$ cat src/rtl/digit_blank_dim_pkg.sv
package digit_blank_dim_pkg;

  // On-time percentage for a 3-bit intensity code.
  function automatic int unsigned level_pct(input logic [2:0] lvl, input bit low_power);
    int unsigned p;
    case (lvl)
      3'd0: p = low_power ? 27 : 100;
      3'd1: p = 60;
      3'd2: p = 40;
      3'd3: p = 27;
      3'd4: p = 17;
      3'd5: p = 10;
      3'd6: p = 7;
      default: p = 3;
    endcase
    return p;
  endfunction

endpackage

$ cat src/rtl/dim_pwm.sv
module dim_pwm #(
  parameter int unsigned STEPS     = 100,
  parameter int unsigned PRESCALE  = 1,
  parameter bit          LOW_POWER = 1'b0
) (
  input  logic       clk,
  input  logic       rst,
  input  logic [2:0] level,
  output logic       on_o,
  output logic       odd_period_o
);
  import digit_blank_dim_pkg::*;

  localparam int unsigned PW = (PRESCALE > 1) ? $clog2(PRESCALE) : 1;
  localparam int unsigned SW = $clog2(STEPS + 1);

  logic [PW-1:0] pre_cnt;
  logic [SW-1:0] step_cnt;
  logic          tick;
  logic          odd_q;
  logic [SW-1:0] thr;

  assign tick = (pre_cnt == PW'(PRESCALE - 1));

  always_ff @(posedge clk) begin
    if (rst) begin
      pre_cnt  <= '0;
      step_cnt <= '0;
      odd_q    <= 1'b0;
    end else begin
      pre_cnt <= tick ? '0 : pre_cnt + 1'b1;
      if (tick) begin
        if (step_cnt == SW'(STEPS - 1)) begin
          step_cnt <= '0;
          odd_q    <= ~odd_q;
        end else begin
          step_cnt <= step_cnt + 1'b1;
        end
      end
    end
  end

  // Scale the percentage to the step count of one period.
  always_comb begin
    thr = SW'((level_pct(level, LOW_POWER) * STEPS) / 100);
  end

  assign on_o         = (step_cnt < thr);
  assign odd_period_o = odd_q;

endmodule

$ cat src/rtl/digit_gate.sv
module digit_gate #(
  parameter int unsigned NUM_DIGITS = 4
) (
  input  logic                  blank_n,
  input  logic                  compat,
  input  logic                  master_blank,
  input  logic                  pwm_on,
  input  logic                  odd_period,
  input  logic                  cursor_en,
  input  logic [NUM_DIGITS-1:0] keep_lit,
  input  logic [NUM_DIGITS-1:0] cursor_mark,
  output logic [NUM_DIGITS-1:0] drive,
  output logic [NUM_DIGITS-1:0] cursor_sel
);
  logic dim_ok;
  logic shared_vis;

  // In compatibility mode only the pin matters and dimming is off.
  assign dim_ok     = compat | pwm_on;
  assign shared_vis = blank_n & (compat | ~master_blank);

  for (genvar i = 0; i < NUM_DIGITS; i++) begin : g_digit
    logic vis;
    logic csel;
    assign vis           = shared_vis | (~compat & keep_lit[i]);
    assign csel          = cursor_en & cursor_mark[i];
    assign cursor_sel[i] = csel;
    assign drive[i]      = vis & dim_ok & ~(csel & odd_period);
  end

endmodule

$ cat src/rtl/digit_blank_dim.sv
module digit_blank_dim #(
  parameter int unsigned NUM_DIGITS  = 4,
  parameter int unsigned STEPS       = 100,
  parameter int unsigned CLK_HZ      = 100_000_000,
  parameter int unsigned MIN_RATE_HZ = 10_000,
  parameter bit          LOW_POWER   = 1'b0
) (
  input  logic                  clk,
  input  logic                  rst,
  input  logic                  blank_n_i,
  input  logic                  cursor_en_i,
  input  logic                  compat_i,
  input  logic                  master_blank_i,
  input  logic [2:0]            level_i,
  input  logic [NUM_DIGITS-1:0] keep_lit_i,
  input  logic [NUM_DIGITS-1:0] cursor_mark_i,
  output logic [NUM_DIGITS-1:0] drive_o,
  output logic [NUM_DIGITS-1:0] cursor_sel_o
);
  // Largest divider that still repeats the PWM at MIN_RATE_HZ or faster.
  localparam int unsigned RAW_DIV  = CLK_HZ / (MIN_RATE_HZ * STEPS);
  localparam int unsigned PRESCALE = (RAW_DIV < 1) ? 1 : RAW_DIV;

  logic                  pwm_on;
  logic                  odd_period;
  logic [NUM_DIGITS-1:0] drive_d;
  logic [NUM_DIGITS-1:0] csel_d;

  dim_pwm #(
    .STEPS    (STEPS),
    .PRESCALE (PRESCALE),
    .LOW_POWER(LOW_POWER)
  ) u_pwm (
    .clk         (clk),
    .rst         (rst),
    .level       (level_i),
    .on_o        (pwm_on),
    .odd_period_o(odd_period)
  );

  digit_gate #(
    .NUM_DIGITS(NUM_DIGITS)
  ) u_gate (
    .blank_n     (blank_n_i),
    .compat      (compat_i),
    .master_blank(master_blank_i),
    .pwm_on      (pwm_on),
    .odd_period  (odd_period),
    .cursor_en   (cursor_en_i),
    .keep_lit    (keep_lit_i),
    .cursor_mark (cursor_mark_i),
    .drive       (drive_d),
    .cursor_sel  (csel_d)
  );

  always_ff @(posedge clk) begin
    if (rst) begin
      drive_o      <= '0;
      cursor_sel_o <= '0;
    end else begin
      drive_o      <= drive_d;
      cursor_sel_o <= csel_d;
    end
  end

endmodule

$ cat config.mk
export PLATFORM = sky130hd
export DESIGN_NAME = digit_blank_dim
export DESIGN_NICKNAME = d
export VERILOG_FILES = /design/src/rtl/digit_blank_dim_pkg.sv /design/src/rtl/dim_pwm.sv /design/src/rtl/digit_gate.sv /design/src/rtl/digit_blank_dim.sv
export SDC_FILE = /design/constraint.sdc
export NUM_CORES = 1
export LEC_CHECK = 0
export BUFFER_PORTS_ARGS = -buffer_cell sky130_fd_sc_hd__clkbuf_2
export CAP_MARGIN = 5
export CORE_MARGIN = 2
export CORE_UTILIZATION = 25
export DETAILED_ROUTE_END_ITERATION = 10
export PLACE_DENSITY = 0.36
export SLEW_MARGIN = 20
export SYNTH_ARGS = -nofsm -noshare
export SYNTH_HDL_FRONTEND = slang
export SYNTH_SLANG_ARGS = --single-unit
$ cat constraint.sdc
create_clock -name clk -period 16 [get_ports clk]
set_input_delay 2.4 -clock clk [delete_from_list [all_inputs] [get_ports clk]]
set_output_delay 2.4 -clock clk [all_outputs]
set_load 0.01 [all_outputs]
---- Word level (Yosys, flattened, before mapping) ----
Cells that the tools add are included.
cells by class
  add/sub/neg operators ................... 2
  multipliers ............................. 1
  divide/modulo/power cells ............... 1
  magnitude comparators ................... 1
  equal/unequal tests ..................... 8
  multiplexer cells ....................... 2
  bitwise gates (word level) .............. 34
  reductions and logical operators ........ 3
operators by type and width
  kind                   number
  $pmux 7 s7             1
  $div 32x7->32 const B  1
  $and 1x1->1            21
  $add 7x1->7 const B    2
  $eq 7x7->1 const B     2
  $mul 7x5->12 const B   1
  $eq 3x3->1 const B     3
  $lt 7x7->1             1
  $mux 7                 1
  $not 1->1              7
  $eq 3x2->1 const B     2
  $or 1x1->1             6
  $eq 3x1->1 const B     1
  $logic_not 3->1        1
  $reduce_and 2->1       1
  $reduce_or 2->1        1
word-level totals
  bits in registers ....................... 23
  output and inout bits ................... 8

---- Longest topological paths before layout ----
  depth in word-level cells ............... 8
  depth in mapped cells ................... 55

---- Modules after synthesis ----
A second synthesis with hierarchy kept.
second synthesis, totals
  cell total of the unflattened synthesis .. 743
  area total of the unflattened synthesis .. 5745.5 µm²
by module, submodules not included
  module           times used  cells an instance  area each (µm²)
  dim_pwm          1           708                5387.7
  digit_blank_dim  1           16                 210.2
  digit_gate       1           19                 147.6

---- Least setup slack after synthesis ----
No wires, ideal clock.
  path kind ............................... in2reg
  start ................................... input port level_i[1]
  end ..................................... register drive_o[0]
  arrival time ............................ 12.016 ns
  setup slack ............................. 3.889 ns
  stages on the path ...................... 50
  cells stage by stage .................... clkbuf_1 > o21ai_0 > inv_1 > ha_1 > ha_1 > inv_1 > fa_1 > inv_1 > ha_1 > clkbuf_2 > nand3_1 > o31a_1 > or4_1 > and4_1 > buf_6 > o21a_1 > a2111oi_4 > nand3_2 > [14 not listed] > and2_1 > clkbuf_1 > a31oi_1 > ha_1 > or4b_2 > a31oi_1 > a311oi_1 > ha_1 > o21a_1 > o21ai_0 > nand2b_1 > a21oi_1 > nor2b_1 > o21ai_0 > nand2b_1 > a21oi_1 > o21bai_1 > a221oi_1
on the way
  longest elaborated chain between the ends .. 8
  elaborated cells on any way between the ends .. 14
ends and longest elaborated chain
  what                                      RTL line                  text
  from (decl)                               digit_blank_dim.sv:14     input logic [2:0] level_i,
  $eq 3x3->1, or another cell as far along  digit_blank_dim_pkg.sv:6  case (lvl)
  $pmux 7 s7 *                              digit_blank_dim_pkg.sv:6
  $mul 7x5->12 *                            dim_pwm.sv:45             thr = SW'((level_pct(level, LOW_POWER) * STEPS) / 100);
  $div 32x7->32 *                           dim_pwm.sv:45
  $lt 7x7->1 *                              dim_pwm.sv:48             assign on_o = (step_cnt < thr);
  $or 1x1->1 *                              digit_gate.sv:19          assign dim_ok = compat | pwm_on;
  $and 1x1->1 * (2 in series)               digit_gate.sv:28          assign drive[i] = vis & dim_ok & ~(csel & odd_period);
  to (signal assigned)                      digit_blank_dim.sv:61     drive_o <= drive_d;
  to (decl)                                 digit_blank_dim.sv:17     output logic [NUM_DIGITS-1:0] drive_o,
Mark *: on every way between the ends. The rest lies on a longest branch, timed or not.
A chain may end at the register's enable or synchronous reset.

---- Final worst setup path ----
  start ................................... input port level_i[1]
  end ..................................... register drive_o[2]
The elaborated chain is that of the path after synthesis.

==> impl_metrics.yaml <==
final_layout:
  area_delta_synth_final_pct: 9.25
  stdcell_area_mm2: 0.00474
  drive_gt1_frac: 0.120
  layoutNonFillerInstCount: 826
  fin_nets: 657
  antennaDiodeCount: 0
cts:
  cts_buffer_depth: 2
  post_cts_buffers: 0
  htreeDepth: 1
  cts_resized: 0
  cts_hold_buf: 0
  cts-root-buf: "clkbuf_16"
  numCtsBuffers: 3
  cts_tree: "yes"
  cts.sinks: 23
  clkLatencyLatePin_ns: 0.25
  clk_pin_slew_worst_paths_ns: 0.06
synthesis:
  syn_area_mm2: 0.00434
  synth_top_area_share: 0.107
  synth_ff_type: "dfxtp_1"
  synthesis.nets: 648
  yosysWarnings: 0
  synthArstFlopShare: 0
  synthTopCellsByArea: "ha_1 11%, dfxtp_1 11%, nor2_1 4.9%"
  synthDistinctLibCells: 89
  synth.avg_cell_area_um2: 7.32
  synth-seq-area-share: 0.106
  yosys.area.top_type: "ha_1"
  synth_seq_cells: 23
  synth-edff-count: 0
  synth_cells: 593
place:
  routabilityCongestion: 0.896
  placed_cell_area_mm2: 0.00466
  dpl.hpwl_mm: 12.8
  port_buffers: 24
  dp.cells: 822
  dp_worst_setup_slack_ns: 1.64
global_routing:
  grt_use_met3: 0.0108
  grt.overflow.total: 0
  grt_use_total: 0.171
  grt_pass1_vias: 4491
  grt_pass1_wl_mm: 24.8
  grt_max_degree: 17
  grt_util_met1: 0.232
  top_usage_layer: "met2"
  antenna_found_initial: 0
  met2_usage: 0.295
setup_path:
  critPathKind: "primary input to flip-flop"
  crit_required_ns: 16.16
  crit_end: "drive_o[2]$_SDFF_PP0_"
  r2r_cells: 9
  reg2reg_slack_ns: 13.90
  r2r_start: "u_pwm.pre_cnt[0]$_SDFF_PP0_"
  crit_fanout: 16
  cp-start-kind: "primary input"
  cp-end-kind: "flip-flop"
  startpoint: "level_i[1]"
  crit_path_top_delay_cell: "o311ai_0"
  reg2reg_to: "u_pwm.step_cnt[5]$_SDFFE_PP0P_"
  crit_path_frequent_cell: "inv_1"
  arrival_ns: 14.11
  cp_slowest_stage_delay_ns: 0.55
power:
  total_leakage_power_nw: 1.84
  power_w: 0.000944
  ir_drop_mv: 0.128
  pwr_density_cell_mw_per_mm2: 199
floorplanning:
  core_area_mm2: 0.0171
  ios: 25
  fp.dieArea_mm2: 0.0184
  die_w_um: 136
  rows: 48
  start_util: 0.254
  die_y_um: 136
sta:
  clock_skew_ns: 0.00119
  post-route-min-period_ns: 13.96
  rsz0062_at_grt: "no"
  hold_viol: 0
  fin_crit_sh: 0.872
  fmax_ghz: 0.0716
  slew_headroom: 0.354
  setup_tns_ns: 0
  slew_viol_final: 0
  fin_ws_ns: 2.04
  setup_viol: 0
  worst_pin_slew_ns: 0.961
routing:
  drtAntennaViolNets: 0
  wl_per_cell_um: 18.7
  drt_iter0_drc: 337
  drc_errors: 0
  drt_wl_total_mm: 15.5
  vias_per_cell: 5.55
  drt_pass1_iterations: 5
  via_count: 4585
run_status:
  outcome: "finished clean"
flow_run:
  maxCapViolCount: 0
min_path:
  worstHoldPathType: "flip-flop to flip-flop"
==> layout make-up <==
type	count	area [um2]
clock buffers	3	75.1
clock inverters	1	5.00
fillers	1927	12400
inverters	25	96.3
multi-input cells	523	3690
flip-flops and latches	23	460
well taps	225	282
repair buffers	26	135
==> metrics by stage <==
step	util	hold slack [ns]
6_report	0.277	0.438
2_1_floorplan	-	0.413
5_1_grt	0.277	0.469
3_3_place_gp	0.272	0.424
3_5_place_dp	0.272	0.436
4_1_cts	0.277	0.445
==> power by group <==
group | switching (W) | internal (W)
registers | 0.000000844 | 0.0000591
clock network | 0.0000201 | 0.0000336
logic | 0.000525 | 0.000306
total | 0.000546 | 0.000398
==> cell usage after synthesis (4+ instances only) <==
cell type  instances
buf_2              4
nand2_1           33
or4_1              4
o21a_1             6
mux2_2             6
or2_1              4
o31ai_1            4
mux2i_1           10
xnor2_1           21
o31a_1             6
nand2b_1          14
inv_1             19
a31oi_1           10
o211a_1            5
nor3_1            23
o21ai_0           27
nor2_1            57
dfxtp_1           23
ha_1              37
nor4_1             6
a31o_2             4
nor2b_1            7
nand3_1           29
and3_1             8
a211oi_1           5
or3_1             11
or2_2              4
a21oi_1           39
a21o_1             8
clkbuf_1          15
o211ai_1          12
xor2_1            12
o2111ai_1          4
a221oi_1           5
and2_1            18
nand4_1           13
==> per-layer routing <==
layer | up-vias | wire length (um) | share of wire
li1 | 2270 | - | -
met1 | 2174 | 7380 | 0.48
met2 | 127 | 7380 | 0.48
met3 | 14 | 490 | 0.032
met4 | 0 | 217 | 0.014
met5 | - | 0 | 0
==> logic make-up after synthesis <==
| group | share of synthesized area |
|---|---|
| AND/OR/NAND/NOR | 0.303 |
| AO/OA/AOI/OAI | 0.311 |
| buffers and inverters | 0.0452 |
| adder cells (fa/ha/maj) | 0.111 |
| XOR/XNOR | 0.0792 |
| flip-flops | 0.106 |
| multiplexers | 0.0447 |
==> registers in the layout, summed over array words and instances, names as in the netlist <==
name / count
u_pwm.step_cnt: 7
drive_o: 4
u_pwm.odd_period_o: 1
cursor_sel_o: 4
u_pwm.pre_cnt: 7
==> critical path: cells and delay by family <==
family	cells	cell delay, ns
multiplexers	2	0.79
AND/OR/NAND/NOR	13	2.79
AO/OA/AOI/OAI	18	4.34
adder cells (fa/ha/maj)	6	1.98
XOR/XNOR	2	0.66
buffers and inverters	8	1.16
==> worst min path at each step <==
stage	cells after the start	startpoint	endpoint
finish	1	u_pwm.pre_cnt[0]$_SDFF_PP0_	u_pwm.pre_cnt[0]$_SDFF_PP0_
global route	1	u_pwm.pre_cnt[0]$_SDFF_PP0_	u_pwm.pre_cnt[0]$_SDFF_PP0_
CTS	1	u_pwm.pre_cnt[0]$_SDFF_PP0_	u_pwm.pre_cnt[0]$_SDFF_PP0_
detailed placement	1	u_pwm.pre_cnt[0]$_SDFF_PP0_	u_pwm.pre_cnt[0]$_SDFF_PP0_
global placement	1	u_pwm.pre_cnt[0]$_SDFF_PP0_	u_pwm.pre_cnt[0]$_SDFF_PP0_
floorplan	1	u_pwm.pre_cnt[0]$_SDFF_PP0_	u_pwm.pre_cnt[0]$_SDFF_PP0_
==> placed cells by master, fill, tap and decap left out, types with 7 or more instances in the layout <==
cell      netlist  routed
mux2i_1        10      10
xor2_1         12      12
or3_1          11      11
nor2b_1         7       7
nand4_1        13      13
xnor2_1        21      21
nor3_1         23      22
a21o_1          8       8
and2_1         18      18
nand2_1        33      33
nor2_1         57      57
clkbuf_2        1      24
dfxtp_1        23      23
o211ai_1       12      12
o21ai_0        27      27
nand3_1        29      29
a31oi_1        10      10
inv_1          19      19
a21oi_1        39      39
and3_1          8       8
nand2b_1       14      14
ha_1           37      37
Power figures use the tool's default switching activity.
